<file path="src/rtl/wave_ctrl_pkg.sv">
package wave_ctrl_pkg;

  typedef enum logic [1:0] {
    RATE_SLOW = 2'b00,
    RATE_MID  = 2'b01,
    RATE_HI   = 2'b10,
    RATE_TOP  = 2'b11
  } rate_e;

  typedef struct packed {
    logic  lvl;
    logic  wave_en;
    rate_e rate;
  } ctrl_s;

  localparam int unsigned BIT_LVL  = 7;
  localparam int unsigned BIT_STOP = 5;
  localparam int unsigned BIT_EN   = 4;

  localparam ctrl_s CTRL_RST = '{lvl: 1'b1, wave_en: 1'b1, rate: RATE_TOP};

  function automatic logic [7:0] pack_ctrl(input ctrl_s c, input logic stop);
    logic [7:0] d;
    d = 8'h00;
    d[BIT_LVL]  = c.lvl;
    d[BIT_STOP] = stop;
    d[BIT_EN]   = c.wave_en;
    d[1:0]      = c.rate;
    return d;
  endfunction

  function automatic ctrl_s unpack_ctrl(input logic [7:0] d);
    ctrl_s c;
    c.lvl     = d[BIT_LVL];
    c.wave_en = d[BIT_EN];
    c.rate    = rate_e'(d[1:0]);
    return c;
  endfunction

  function automatic logic clears_stop(input logic wr, input logic [7:0] d);
    return wr && !d[BIT_STOP];
  endfunction

endpackage

</file>
<file path="src/rtl/wave_prescaler.sv">
module wave_prescaler #(
  parameter int unsigned CNT_W = 16
) (
  input  logic             clk,
  input  logic             rst_n,
  input  logic             adv,
  input  logic             clr,
  output logic [CNT_W-1:0] cnt
);

  logic [CNT_W-1:0] cnt_q;

  always_ff @(posedge clk or negedge rst_n) begin
    if (!rst_n) begin
      cnt_q <= '0;
    end else if (clr) begin
      cnt_q <= '0;
    end else if (adv) begin
      cnt_q <= cnt_q + CNT_W'(1);
    end
  end

  assign cnt = cnt_q;

endmodule

</file>
<file path="src/rtl/wave_rate_sel.sv">
module wave_rate_sel
  import wave_ctrl_pkg::*;
#(
  parameter int unsigned CNT_W    = 16,
  parameter int unsigned TAP_SLOW = 15,
  parameter int unsigned TAP_MID  = 3,
  parameter int unsigned TAP_HI   = 2,
  parameter int unsigned TAP_TOP  = 0
) (
  input  logic             clk,
  input  logic             rst_n,
  input  logic [CNT_W-1:0] cnt,
  input  rate_e            req_rate,
  output rate_e            act_rate,
  output logic             tap_lvl,
  output logic             swap
);

  logic [3:0] taps;
  rate_e      act_q;

  for (genvar i = 0; i < 4; i++) begin : g_tap
    localparam int unsigned IDX = (i == 0) ? TAP_SLOW :
                                  (i == 1) ? TAP_MID  :
                                  (i == 2) ? TAP_HI   : TAP_TOP;
    assign taps[i] = cnt[IDX];
  end

  assign swap = (act_q != req_rate) && !taps[act_q] && !taps[req_rate];

  always_ff @(posedge clk or negedge rst_n) begin
    if (!rst_n) begin
      act_q <= RATE_TOP;
    end else if (swap) begin
      act_q <= req_rate;
    end
  end

  assign act_rate = act_q;
  assign tap_lvl  = taps[act_q];

endmodule

</file>
<file path="src/rtl/wave_stop_flag.sv">
module wave_stop_flag (
  input  logic clk,
  input  logic rst_n,
  input  logic run,
  input  logic clr_req,
  output logic flag,
  output logic stop_evt
);

  logic run_prev_q;
  logic flag_q;

  assign stop_evt = run_prev_q && !run;

  always_ff @(posedge clk or negedge rst_n) begin
    if (!rst_n) begin
      run_prev_q <= 1'b0;
      flag_q     <= 1'b1;
    end else begin
      run_prev_q <= run;
      if (stop_evt) begin
        flag_q <= 1'b1;
      end else if (clr_req) begin
        flag_q <= 1'b0;
      end
    end
  end

  assign flag = flag_q;

endmodule

</file>
<file path="src/rtl/wave_status_ctrl.sv">
module wave_status_ctrl
  import wave_ctrl_pkg::*;
#(
  parameter int unsigned CNT_W    = 16,
  parameter int unsigned TAP_SLOW = CNT_W - 1,
  parameter int unsigned TAP_MID  = 3,
  parameter int unsigned TAP_HI   = 2,
  parameter int unsigned TAP_TOP  = 0
) (
  input  logic       clk,
  input  logic       rst_n,
  input  logic       half_tick,
  input  logic       osc_run,
  input  logic       sec_wr,
  input  logic       ctl_wr,
  input  logic [7:0] ctl_wdata,
  output logic [7:0] ctl_rdata,
  output logic       wave_out
);

  ctrl_s            ctrl_q;
  logic [CNT_W-1:0] cnt;
  logic             pre_adv;
  logic             stop_flag;
  logic             stop_evt;
  logic             stop_clr;
  logic             rate_swap;
  logic             tap_lvl;
  rate_e            act_rate;
  logic             unused_bits;

  assign unused_bits = ^{ctl_wdata[6], ctl_wdata[3:2], act_rate};

  always_ff @(posedge clk or negedge rst_n) begin
    if (!rst_n) begin
      ctrl_q <= CTRL_RST;
    end else if (ctl_wr) begin
      ctrl_q <= unpack_ctrl(ctl_wdata);
    end
  end

  assign pre_adv  = half_tick && osc_run;
  assign stop_clr = clears_stop(ctl_wr, ctl_wdata);

  wave_prescaler #(.CNT_W(CNT_W)) u_pre (
    .clk   (clk),
    .rst_n (rst_n),
    .adv   (pre_adv),
    .clr   (sec_wr),
    .cnt   (cnt)
  );

  wave_rate_sel #(
    .CNT_W    (CNT_W),
    .TAP_SLOW (TAP_SLOW),
    .TAP_MID  (TAP_MID),
    .TAP_HI   (TAP_HI),
    .TAP_TOP  (TAP_TOP)
  ) u_rate (
    .clk      (clk),
    .rst_n    (rst_n),
    .cnt      (cnt),
    .req_rate (ctrl_q.rate),
    .act_rate (act_rate),
    .tap_lvl  (tap_lvl),
    .swap     (rate_swap)
  );

  wave_stop_flag u_stop (
    .clk      (clk),
    .rst_n    (rst_n),
    .run      (osc_run),
    .clr_req  (stop_clr),
    .flag     (stop_flag),
    .stop_evt (stop_evt)
  );

  assign ctl_rdata = pack_ctrl(ctrl_q, stop_flag);
  assign wave_out  = ctrl_q.wave_en ? tap_lvl : ctrl_q.lvl;

endmodule

</file>
<file path="config.mk">
export PLATFORM = sky130hd
export DESIGN_NAME = wave_status_ctrl
export DESIGN_NICKNAME = d
export VERILOG_FILES = /design/src/rtl/wave_ctrl_pkg.sv /design/src/rtl/wave_prescaler.sv /design/src/rtl/wave_rate_sel.sv /design/src/rtl/wave_stop_flag.sv /design/src/rtl/wave_status_ctrl.sv
export SDC_FILE = /design/constraint.sdc
export NUM_CORES = 1
export LEC_CHECK = 0
export CAP_MARGIN = 20
export CORE_MARGIN = 5
export CORE_UTILIZATION = 45
export DETAILED_ROUTE_END_ITERATION = 16
export PLACE_DENSITY = 0.75
export SLEW_MARGIN = 15
export SYNTH_ARGS = -nofsm -noshare
export SYNTH_HDL_FRONTEND = slang
export SYNTH_SLANG_ARGS = --single-unit
</file>
<file path="constraint.sdc">
create_clock -name clk -period 3.75 [get_ports clk]
set_clock_uncertainty 0.1 [all_clocks]
set_input_delay 0.75 -clock clk [delete_from_list [all_inputs] [get_ports clk]]
set_output_delay 0.75 -clock clk [all_outputs]
set_load 0.05 [all_outputs]
</file>
Word level (Yosys, flattened, before mapping):

Cells that the tools add are included.

* bits of input ports: 14
* register bits: 24
* output and inout port bits: 9

* $lt $le $gt $ge: 2
* multiplexer cells: 9
* equality and inequality tests: 1
* $add $sub $neg: 1
* reductions and logical operators: 11

Operators by type and width (number)
* $mux W16: 2
* $add A16 B1 Y16 const B: 1
* $lt A2 B3 Y1 const B: 2
* $logic_and A1 B1 Y1: 5
* $mux W1: 5
* $bmux W1 S2: 2
* $logic_not A1 Y1: 4
* $reduce_bool A2 Y1: 2
* $ne A2 B2 Y1: 1

Depth between registers and ports, before layout:

Gate-level depths: netlist of the first run.

* depth in word-level cells: 5
* gate-level depth with buffers: 5
* depth with buffers taken out: 5

Cells and area by module:

A second synthesis of the first run with hierarchy kept.

* cell total of the unflattened synthesis: 115
* area total of the unflattened synthesis: 1325.0 µm²

By module, submodules not included
* wave_prescaler: instances 1, area each 872.1 µm², cells an instance 82
* wave_status_ctrl: instances 1, area each 207.7 µm², cells an instance 16
* wave_rate_sel: instances 1, area each 168.9 µm², cells an instance 12
* wave_stop_flag: instances 1, area each 76.3 µm², cells an instance 5

Least setup slack after synthesis of the first run:

Ideal clock, no wire load.

* path kind: flip-flop to output port
* start point: register u_rate.act_q[0] (netlist: u_rate.act_rate[0])
* end point: output wave_out
* buffers on the path: 0
* arrival: 1461 ps
* path slack: 1439 ps
* stages on the path, launching flop included: 3
* cells stage by stage: dfstp_2 -> mux4_2 -> mux2_2

* word-level cells in the longest chain between the ends: 3

RTL lines
* start, declared: line wave_rate_sel.sv:20 `rate_e act_q;`
* start signal, assigned: line wave_rate_sel.sv:35 `act_q <= req_rate;`
* $bmux W1 S2: line wave_rate_sel.sv:40 `assign tap_lvl = taps[act_q];`
* $mux W1 (not written as such): line wave_rate_sel.sv:40
* $mux W1: line wave_status_ctrl.sv:79 `assign wave_out = ctrl_q.wave_en ? tap_lvl : ctrl_q.lvl;`
* end, declared: line wave_status_ctrl.sv:18 `output logic wave_out`

Every way passes these cells. The select of a mux whose other input is x is not followed.

Final worst setup path of the first run:

Same ends and word-level chain as after synthesis.

==> report_table.html, run 1 <==
<table>
<tr><th>Metric</th><th>Value</th></tr>
<tr><th colspan="2">Outcome</th></tr>
<tr><td>Run status</td><td>complete, no violations</td></tr>
<tr><th colspan="2">Logic synthesis</th></tr>
<tr><td>Number of warnings reported in the yosys synthesis log</td><td>0</td></tr>
<tr><td>Gate Count Post-Synth</td><td>between 100 and 150</td></tr>
<tr><td>Register area share after synthesis</td><td>0.4860</td></tr>
<tr><td>#FFs+latches synth</td><td>24</td></tr>
<tr><td>Library cells used by synthesis</td><td>30</td></tr>
<tr><td>Avg Inst Size Synth</td><td>10.45 um2</td></tr>
<tr><td>Largest cells by area after synthesis</td><td>sky130_fd_sc_hd__dfrtp_1 (34%), sky130_fd_sc_hd__dfstp_2 (15%), sky130_fd_sc_hd__mux2_2 (6.3%), sky130_fd_sc_hd__xnor2_1 (5.6%), sky130_fd_sc_hd__nor2_1 (4.2%)</td></tr>
<tr><td>Most used flip-flop cell after synthesis</td><td>sky130_fd_sc_hd__dfrtp_1</td></tr>
<tr><td>Fraction of post-synthesis cell area in the top cell type by area</td><td>0.3393</td></tr>
<tr><td>Number of enable flip-flop cells after synthesis</td><td>0</td></tr>
<tr><td>Post-synthesis async set-or-reset flop share</td><td>1.000</td></tr>
<tr><td>Post-synthesis cell area</td><td>0.001254 mm2</td></tr>
<tr><td>Most area-hungry cell type in the Yosys netlist</td><td>sky130_fd_sc_hd__dfrtp_1</td></tr>
<tr><th colspan="2">Floorplanning</th></tr>
<tr><td>Count of boundary I/O pins</td><td>23</td></tr>
<tr><td>DIE AREA</td><td>0.003941 mm2</td></tr>
<tr><td>Height of the die</td><td>62.78 um</td></tr>
<tr><td>Horizontal die dimension</td><td>62.78 um</td></tr>
<tr><td>Effective utilization at floorplan</td><td>0.4626</td></tr>
<tr><td>Standard-cell row count</td><td>19</td></tr>
<tr><td>Floorplan core area</td><td>between 0.002 and 0.003 mm2</td></tr>
<tr><th colspan="2">Power and ir drop</th></tr>
<tr><td>Static leakage</td><td>between 0.5 and 0.6 nW</td></tr>
<tr><td>Power, Total</td><td>549.1 uW</td></tr>
<tr><td>Maximum vdd ir drop</td><td>around 0.00024 V</td></tr>
<tr><td>Ratio of total power to cell area</td><td>381.3 mW/mm2</td></tr>
<tr><th colspan="2">GRT</th></tr>
<tr><td>Number of antenna violations at the first check in global routing</td><td>0</td></tr>
<tr><td>Global route overflow</td><td>0</td></tr>
<tr><td>Largest net degree at the start of global routing</td><td>25</td></tr>
<tr><td>Number of global-route vias before repair</td><td>925</td></tr>
<tr><td>Combined global-route utilization of all metal layers</td><td>0.1268</td></tr>
<tr><td>First-pass GRT wire length</td><td>4133 um</td></tr>
<tr><th colspan="2">Routing</th></tr>
<tr><td>DRT Pass-1 Iters</td><td>4</td></tr>
<tr><td>Antenna-violating nets left</td><td>0</td></tr>
<tr><td>Average wire per standard cell</td><td>13.20 um</td></tr>
<tr><td>Length of routed met3 wiring</td><td>126 um</td></tr>
<tr><td>Highest metal used</td><td>met4</td></tr>
<tr><td>Number of remaining DRC errors</td><td>0</td></tr>
<tr><td>Met1 Wirelength</td><td>990 um</td></tr>
<tr><td>Wire length after detailed routing</td><td>~2200 um</td></tr>
<tr><td>Mean number of vias per cell</td><td>5.428</td></tr>
<tr><td>Vias after detailed routing</td><td>roughly 900</td></tr>
<tr><td>Met2 routed wirelength</td><td>1038 um</td></tr>
<tr><td>Iteration-0 DRC Markers</td><td>25</td></tr>
<tr><th colspan="2">Finish</th></tr>
<tr><td>Final cell area excluding filler cells</td><td>0.001440 mm2</td></tr>
<tr><td>Proportion of layout cells with a drive suffix above 1</td><td>0.1852</td></tr>
<tr><td>Area delta synth-&gt;final</td><td>14.87%</td></tr>
<tr><td>Inserted Diodes</td><td>0</td></tr>
<tr><td>Fin cells</td><td>166</td></tr>
<tr><td>Number of nets in the finished design</td><td>151</td></tr>
<tr><th colspan="2">Critical path</th></tr>
<tr><td>Worst setup path class</td><td>reg -&gt; out</td></tr>
<tr><td>Launching element of the worst setup path</td><td>u_rate.act_rate[0]$_DFFE_PN1P_</td></tr>
<tr><td>Arrival time reported for the critical path endpoint</td><td>2.39 ns</td></tr>
<tr><td>Kind of start point of the critical path</td><td>register</td></tr>
<tr><td>Launch instance of the worst register-to-register path</td><td>u_rate.act_rate[0]$_DFFE_PN1P_</td></tr>
<tr><td>Nature of the critical path endpoint</td><td>output pin</td></tr>
<tr><td>Critical path data required time</td><td>~2.9 ns</td></tr>
<tr><td>Maximum fanout along the worst path</td><td>3</td></tr>
<tr><th colspan="2">Placement</th></tr>
<tr><td>Count of input and output buffers</td><td>16</td></tr>
<tr><td>DP Wirelength</td><td>between 1500 and 2000 um</td></tr>
<tr><td>Pre-CTS worst setup slack</td><td>around 0.84 ns</td></tr>
<tr><td>RePlAce Congestion</td><td>0.8220</td></tr>
<tr><td>Cell count after placement</td><td>approximately 160</td></tr>
<tr><td>Instance area after placement</td><td>approximately 0.0014 mm2</td></tr>
<tr><th colspan="2">Clock tree</th></tr>
<tr><td>Number of sinks handled by clock tree synthesis</td><td>24</td></tr>
<tr><td>Count of hold-fix buffers inserted at cts</td><td>0</td></tr>
<tr><td>Clock-pin slew on the worst setup and hold paths</td><td>0.12 ns</td></tr>
<tr><td>Buffer cell driving the clock tree root</td><td>sky130_fd_sc_hd__clkbuf_4</td></tr>
<tr><td>Worst-skew pair later-pin latency</td><td>0.30 ns</td></tr>
<tr><td>Total CTS buffers</td><td>3</td></tr>
<tr><td># H-tree levels</td><td>1</td></tr>
<tr><td>Clock tree from TritonCTS</td><td>yes</td></tr>
<tr><td>CTS resizes</td><td>0</td></tr>
<tr><td>CTS max path bufs</td><td>2</td></tr>
<tr><td>Post-CTS setup buffers</td><td>0</td></tr>
<tr><th colspan="2">Timing</th></tr>
<tr><td>Highest achievable clock rate</td><td>309.0 MHz</td></tr>
<tr><td>Number of endpoints failing setup at the final stage</td><td>0</td></tr>
<tr><td>Max-slew violation count</td><td>0</td></tr>
<tr><td>Post-Route Setup TNS</td><td>0 ns</td></tr>
<tr><td>Max-slew headroom</td><td>0.6115</td></tr>
<tr><td>RSZ-0062 raised after global routing</td><td>no</td></tr>
<tr><td>Final setup margin</td><td>0.5142 ns</td></tr>
<tr><td>Worst slew pin tran</td><td>slightly below 0.6 ns</td></tr>
<tr><td>Final critical delay including setup and external delays</td><td>3.236 ns</td></tr>
<tr><td>Final clock period utilization by the worst path</td><td>0.8629</td></tr>
<tr><td>Fin. Hold Viols</td><td>0</td></tr>
<tr><th colspan="2">Flow run</th></tr>
<tr><td>Maximum Capacitance Violations</td><td>0</td></tr>
<tr><th colspan="2">Hold path</th></tr>
<tr><td>Type of the most critical hold path</td><td>in -&gt; async</td></tr>
</table>
==> sequential cells by signal, indices dropped and copies added (netlist names) <==
register and flops:
u_pre.cnt 16, ctl_rdata 4, u_rate.act_rate 2, u_stop.flag 1, u_stop.run_prev_q 1
==> worst max-delay path, cell delays in order, from the launching register on <==
cell and delay (ns):
sky130_fd_sc_hd__dfstp_2 0.58, sky130_fd_sc_hd__mux4_2 0.54, sky130_fd_sc_hd__mux2_2 0.28, sky130_fd_sc_hd__clkdlybuf4s50_1 0.70
==> layout make-up <==
| class | instances | area (um2) |
|---|---|---|
| Fill cell | 253 | 1270 |
| Sequential cell | 24 | 609.3 |
| Tap cell | 31 | 38.79 |
| Multi-Input combinational cell | 88 | 599.3 |
| Timing Repair Buffer | 16 | 155.1 |
| Inverter | 3 | 11.26 |
| Clock buffer | 4 | 26.28 |
==> power breakdown <==
part | switching (mW) | internal (mW)
sequential | 0.0214 | 0.290
combinational | 0.0706 | 0.0569
clock | 0.0687 | 0.0414
==> Yosys cell counts, types with 2 or more instances <==
| cell type | count |
|---|---|
| sky130_fd_sc_hd__mux2_2 | 7 |
| sky130_fd_sc_hd__nand3_1 | 8 |
| sky130_fd_sc_hd__xor2_1 | 6 |
| sky130_fd_sc_hd__or3_1 | 2 |
| sky130_fd_sc_hd__a21oi_1 | 5 |
| sky130_fd_sc_hd__nand2_1 | 7 |
| sky130_fd_sc_hd__nor3_1 | 3 |
| sky130_fd_sc_hd__xnor2_1 | 8 |
| sky130_fd_sc_hd__clkbuf_1 | 3 |
| sky130_fd_sc_hd__and4_1 | 2 |
| sky130_fd_sc_hd__nor2_1 | 14 |
| sky130_fd_sc_hd__inv_1 | 3 |
| sky130_fd_sc_hd__nand4_1 | 4 |
| sky130_fd_sc_hd__o21ai_0 | 5 |
| sky130_fd_sc_hd__buf_4 | 4 |
| sky130_fd_sc_hd__dfrtp_1 | 17 |
| sky130_fd_sc_hd__dfstp_2 | 7 |
| sky130_fd_sc_hd__nor4_1 | 3 |
==> per-stage QoR <==
stage	hold slack [ns]	utilization
2_1_floorplan	0.3544	-
3_3_place_gp	0.3622	0.5235
3_5_place_dp	0.3800	0.5235
4_1_cts	0.3976	0.5332
5_1_grt	0.3112	0.5314
6_report	0.2987	0.5314
==> cell usage in the layout, fill, tap and decap left out, drive strengths merged, types with 4 or more instances in the layout <==
master	n
mux2	7
nand4	5
clkbuf	4
nand2	8
xnor2	8
dfstp	7
dfrtp	17
nor2	14
o21ai	5
a21oi	5
clkdlybuf4s50	15
nand3	9
xor2	6
==> logic make-up (layout without fill, tap and decap cells) <==
| kind of cell | count (synthesis) | after routing | share of synthesized area |
|---|---|---|---|
| compound gates | 12 | 12 | 0.05788 |
| fa+ha+maj | 1 | 1 | 0.009978 |
| simple gates | 49 | 49 | 0.2146 |
| other cells | 1 | 3 | 0.002991 |
| flops | 24 | 24 | 0.4860 |
| buf+inv | 10 | 23 | 0.04192 |
| xor+xnor | 14 | 14 | 0.09781 |
| mux | 9 | 9 | 0.08882 |
==> final timing paths <==
kind,to,slack (ns),depth (start not counted)
max in group asynchronous,u_rate.act_rate[0]$_DFFE_PN1P_,2.88,1
worst min-delay path,u_pre.cnt[15]$_DFFE_PN0P_,0.30,1
min in group clk,u_stop.flag$_DFFE_PN1P_,0.40,2
worst min register to register,u_stop.flag$_DFFE_PN1P_,0.40,2
worst max register to register,u_rate.act_rate[1]$_DFFE_PN1P_,1.98,4
worst max-delay path,wave_out,0.51,3
==> metal layers <==
| metal | global-route usage | vias to the layer above |
|---|---|---|
| li1 | - | 446 |
| met1 | 0.1487 | 432 |
| met4 | 0.04775 | 0 |
| met3 | 0.03597 | 4 |
| met5 | 0 | - |
| met2 | 0.2176 | 19 |
No activity file was read; power rests on OpenSTA's default activity.
==> run 2, diff against run 1 <==
- CAP_MARGIN: 20 -> not set
- CTS_BUF_LIST: not set -> sky130_fd_sc_hd__clkbuf_16
- HOLD_SLACK_MARGIN: not set -> 0.1
==> report_table.html, run 2 (synthesis results as in run 1) <==
<table>
<tr><th>Metric</th><th>Value</th></tr>
<tr><th colspan="2">Placement</th></tr>
<tr><td>Pre-CTS worst setup slack</td><td>0.8404 ns (unchanged)</td></tr>
<tr><td>Instance area after placement</td><td>0.001419 mm2 (unchanged)</td></tr>
<tr><td>Count of input and output buffers</td><td>16 (unchanged)</td></tr>
<tr><td>RePlAce Congestion</td><td>0.8220 (unchanged)</td></tr>
<tr><td>DP Wirelength</td><td>1647 um (unchanged)</td></tr>
<tr><th colspan="2">Timing</th></tr>
<tr><td>Fin. Hold Viols</td><td>0 (unchanged)</td></tr>
<tr><td>Worst-case hold slack</td><td>0.3667 ns (+0.06804 ns)</td></tr>
<tr><td>Final setup margin</td><td>0.5814 ns (+0.06722 ns)</td></tr>
<tr><td>Highest achievable clock rate</td><td>315.6 MHz (+2.1%)</td></tr>
<tr><td>Final clock period utilization by the worst path</td><td>0.8450 (-0.01792)</td></tr>
<tr><td>Max-slew headroom</td><td>0.6091 (-0.002402)</td></tr>
<tr><td>Final critical delay including setup and external delays</td><td>3.169 ns (-0.06722 ns)</td></tr>
<tr><td>Worst slew pin tran</td><td>0.5846 ns (+0.003592 ns)</td></tr>
<tr><td>Post-Route Setup TNS</td><td>0 ns (unchanged)</td></tr>
<tr><td>Max-slew violation count</td><td>0 (unchanged)</td></tr>
<tr><td>Number of endpoints failing setup at the final stage</td><td>0 (unchanged)</td></tr>
<tr><td>RSZ-0062 raised after global routing</td><td>no</td></tr>
<tr><th colspan="2">Floorplanning</th></tr>
<tr><td>Effective utilization at floorplan</td><td>0.4626 (unchanged)</td></tr>
<tr><td>Horizontal die dimension</td><td>62.78 um (unchanged)</td></tr>
<tr><td>Floorplan core area</td><td>0.002710 mm2 (unchanged)</td></tr>
<tr><td>DIE AREA</td><td>0.003941 mm2 (unchanged)</td></tr>
<tr><td>Height of the die</td><td>62.78 um (unchanged)</td></tr>
<tr><td>Count of boundary I/O pins</td><td>23 (unchanged)</td></tr>
<tr><td>Standard-cell row count</td><td>19 (unchanged)</td></tr>
<tr><th colspan="2">Clock tree</th></tr>
<tr><td>CTS resizes</td><td>0 (unchanged)</td></tr>
<tr><td>Count of hold-fix buffers inserted at cts</td><td>0 (unchanged)</td></tr>
<tr><td>Worst-skew pair later-pin latency</td><td>0.25 ns (-0.05 ns)</td></tr>
<tr><td>Clock tree from TritonCTS</td><td>yes</td></tr>
<tr><td>Number of sinks handled by clock tree synthesis</td><td>24 (unchanged)</td></tr>
<tr><td>Total CTS buffers</td><td>3 (unchanged)</td></tr>
<tr><td>Clock-pin slew on the worst setup and hold paths</td><td>0.06 ns (-0.06 ns)</td></tr>
<tr><td># H-tree levels</td><td>1 (unchanged)</td></tr>
<tr><td>Post-CTS setup buffers</td><td>0 (unchanged)</td></tr>
<tr><td>CTS max path bufs</td><td>2 (unchanged)</td></tr>
<tr><td>Buffer cell driving the clock tree root</td><td>sky130_fd_sc_hd__clkbuf_16</td></tr>
<tr><th colspan="2">Finish</th></tr>
<tr><td>Most common library cell in the layout ignoring fill and taps</td><td>sky130_fd_sc_hd__dfrtp_1</td></tr>
<tr><td>Number of flip-flops in the largest register</td><td>16 (unchanged)</td></tr>
<tr><td>Filler cell count in the final layout</td><td>239 (-5.5%)</td></tr>
<tr><td>Multi-input gate area in the final layout</td><td>599.3 um2 (unchanged)</td></tr>
<tr><td>Area delta synth-&gt;final</td><td>19.06%</td></tr>
<tr><td>Proportion of layout cells with a drive suffix above 1</td><td>0.1852 (unchanged)</td></tr>
<tr><td>Inserted Diodes</td><td>0 (unchanged)</td></tr>
<tr><td>Number of nets in the finished design</td><td>151 (unchanged)</td></tr>
<tr><td>Final cell area excluding filler cells</td><td>0.001493 mm2 (+3.6%)</td></tr>
<tr><td>FF/Latch Area</td><td>609.3 um2 (unchanged)</td></tr>
<tr><td>Util after Layout</td><td>0.5508 (+0.01939)</td></tr>
<tr><td>Most frequent cells in the layout</td><td>sky130_fd_sc_hd__dfrtp_1 (17), sky130_fd_sc_hd__clkdlybuf4s50_1 (15), sky130_fd_sc_hd__nor2_1 (14)</td></tr>
<tr><th colspan="2">Routing</th></tr>
<tr><td>Iteration-0 DRC Markers</td><td>25 (unchanged)</td></tr>
<tr><td>Antenna-violating nets left</td><td>0 (unchanged)</td></tr>
<tr><td>Number of remaining DRC errors</td><td>0 (unchanged)</td></tr>
<tr><td>DRT Pass-1 Iters</td><td>4 (unchanged)</td></tr>
<tr><td>Wire length after detailed routing</td><td>2263 um (+3.3%)</td></tr>
<tr><td>Mean number of vias per cell</td><td>5.392 (-0.67%)</td></tr>
<tr><td>Vias after detailed routing</td><td>895 (-0.67%)</td></tr>
<tr><td>Average wire per standard cell</td><td>13.63 um (+3.3%)</td></tr>
<tr><th colspan="2">Outcome</th></tr>
<tr><td>Run status</td><td>complete, no violations</td></tr>
<tr><th colspan="2">Critical path</th></tr>
<tr><td>CP peak stage delay</td><td>0.70 ns (about the same)</td></tr>
<tr><td>Kind of start point of the critical path</td><td>register</td></tr>
<tr><td>Nature of the critical path endpoint</td><td>output pin</td></tr>
<tr><td>Worst setup path class</td><td>reg -&gt; out</td></tr>
<tr><td>Critical path data required time</td><td>2.90 ns (about the same)</td></tr>
<tr><td>Cells along the critical path</td><td>mux4_2 -&gt; mux2_2 -&gt; clkdlybuf4s50_1</td></tr>
<tr><td>Library cell contributing the largest single delay on the critical path</td><td>sky130_fd_sc_hd__clkdlybuf4s50_1</td></tr>
<tr><td>Arrival time reported for the critical path endpoint</td><td>2.32 ns (-0.07 ns)</td></tr>
<tr><td>Maximum fanout along the worst path</td><td>3 (unchanged)</td></tr>
<tr><th colspan="2">Power and ir drop</th></tr>
<tr><td>Maximum vdd ir drop</td><td>0.0002881 V (+20%)</td></tr>
<tr><td>Ratio of total power to cell area</td><td>443.2 mW/mm2 (+16%)</td></tr>
<tr><td>Static leakage</td><td>0.6131 nW (+4.7%)</td></tr>
<tr><th colspan="2">GRT</th></tr>
<tr><td>Combined global-route utilization of all metal layers</td><td>0.1321 (+0.005267)</td></tr>
<tr><td>Largest net degree at the start of global routing</td><td>25 (unchanged)</td></tr>
<tr><td>First-pass GRT wire length</td><td>4284 um (+3.7%)</td></tr>
<tr><td>Number of antenna violations at the first check in global routing</td><td>0 (unchanged)</td></tr>
<tr><td>Number of global-route vias before repair</td><td>954 (+3.1%)</td></tr>
<tr><td>Global route overflow</td><td>0 (unchanged)</td></tr>
<tr><th colspan="2">Hold path</th></tr>
<tr><td>Type of the most critical hold path</td><td>in -&gt; async</td></tr>
<tr><th colspan="2">Flow run</th></tr>
<tr><td>Maximum Capacitance Violations</td><td>0 (unchanged)</td></tr>
</table>
-- run 2: report_power, final --
group	internal, mW	switching (mW)
Clock	0.142	0.0797
Combinational	0.0570	0.0709
Sequential	0.290	0.0214
-- run 2: critical path: cells and delay by family, from the launching register on --
kind | cells | cell delay, ns
DFF | 1 | 0.56
buffers and inverters | 1 | 0.70
muxes | 2 | 0.82
-- run 2: final timing paths --
path | startpoint | endpoint | slack, ns | cells past startpoint
setup reg to reg | u_rate.act_rate[0]$_DFFE_PN1P_ | u_rate.act_rate[1]$_DFFE_PN1P_ | 2.00 | 4
setup / recovery | u_rate.act_rate[0]$_DFFE_PN1P_ | wave_out | 0.58 | 3
hold reg to reg | u_stop.run_prev_q$_DFF_PN0_ | u_stop.flag$_DFFE_PN1P_ | 0.39 | 2
min in group clk | u_stop.run_prev_q$_DFF_PN0_ | u_stop.flag$_DFFE_PN1P_ | 0.39 | 2
hold / removal | rst_n | u_pre.cnt[15]$_DFFE_PN0P_ | 0.37 | 1
max in group asynchronous | rst_n | u_rate.act_rate[0]$_DFFE_PN1P_ | 2.82 | 1
-- run 2: layout make-up --
class / instances / share of cell area
Clock inverter: 1 / 0.002515
Clock buffer: 3 / 0.05029
Inverter: 3 / 0.007544
Multi-Input combinational cell: 88 / 0.4015
Timing Repair Buffer: 16 / 0.1039
Sequential cell: 24 / 0.4082
Tap cell: 31 / 0.02598
-- run 2: through the flow --
step,cells,total power [mW]
2_1_floorplan,122,0.4082
3_3_place_gp,162,0.4420
3_5_place_dp,162,0.4465
4_1_cts,166,0.6727
5_1_grt,166,0.6988
6_report,166,0.6615
-- run 2: routing by layer --
| metal | up-vias | GRT usage | share of wire |
|---|---|---|---|
| met4 | 0 | 0.05570 | 0.019 |
| li1 | 446 | - | - |
| met3 | 5 | 0.03597 | 0.053 |
| met2 | 22 | 0.2254 | 0.48 |
| met5 | - | 0 | 0 |
| met1 | 422 | 0.1544 | 0.45 |
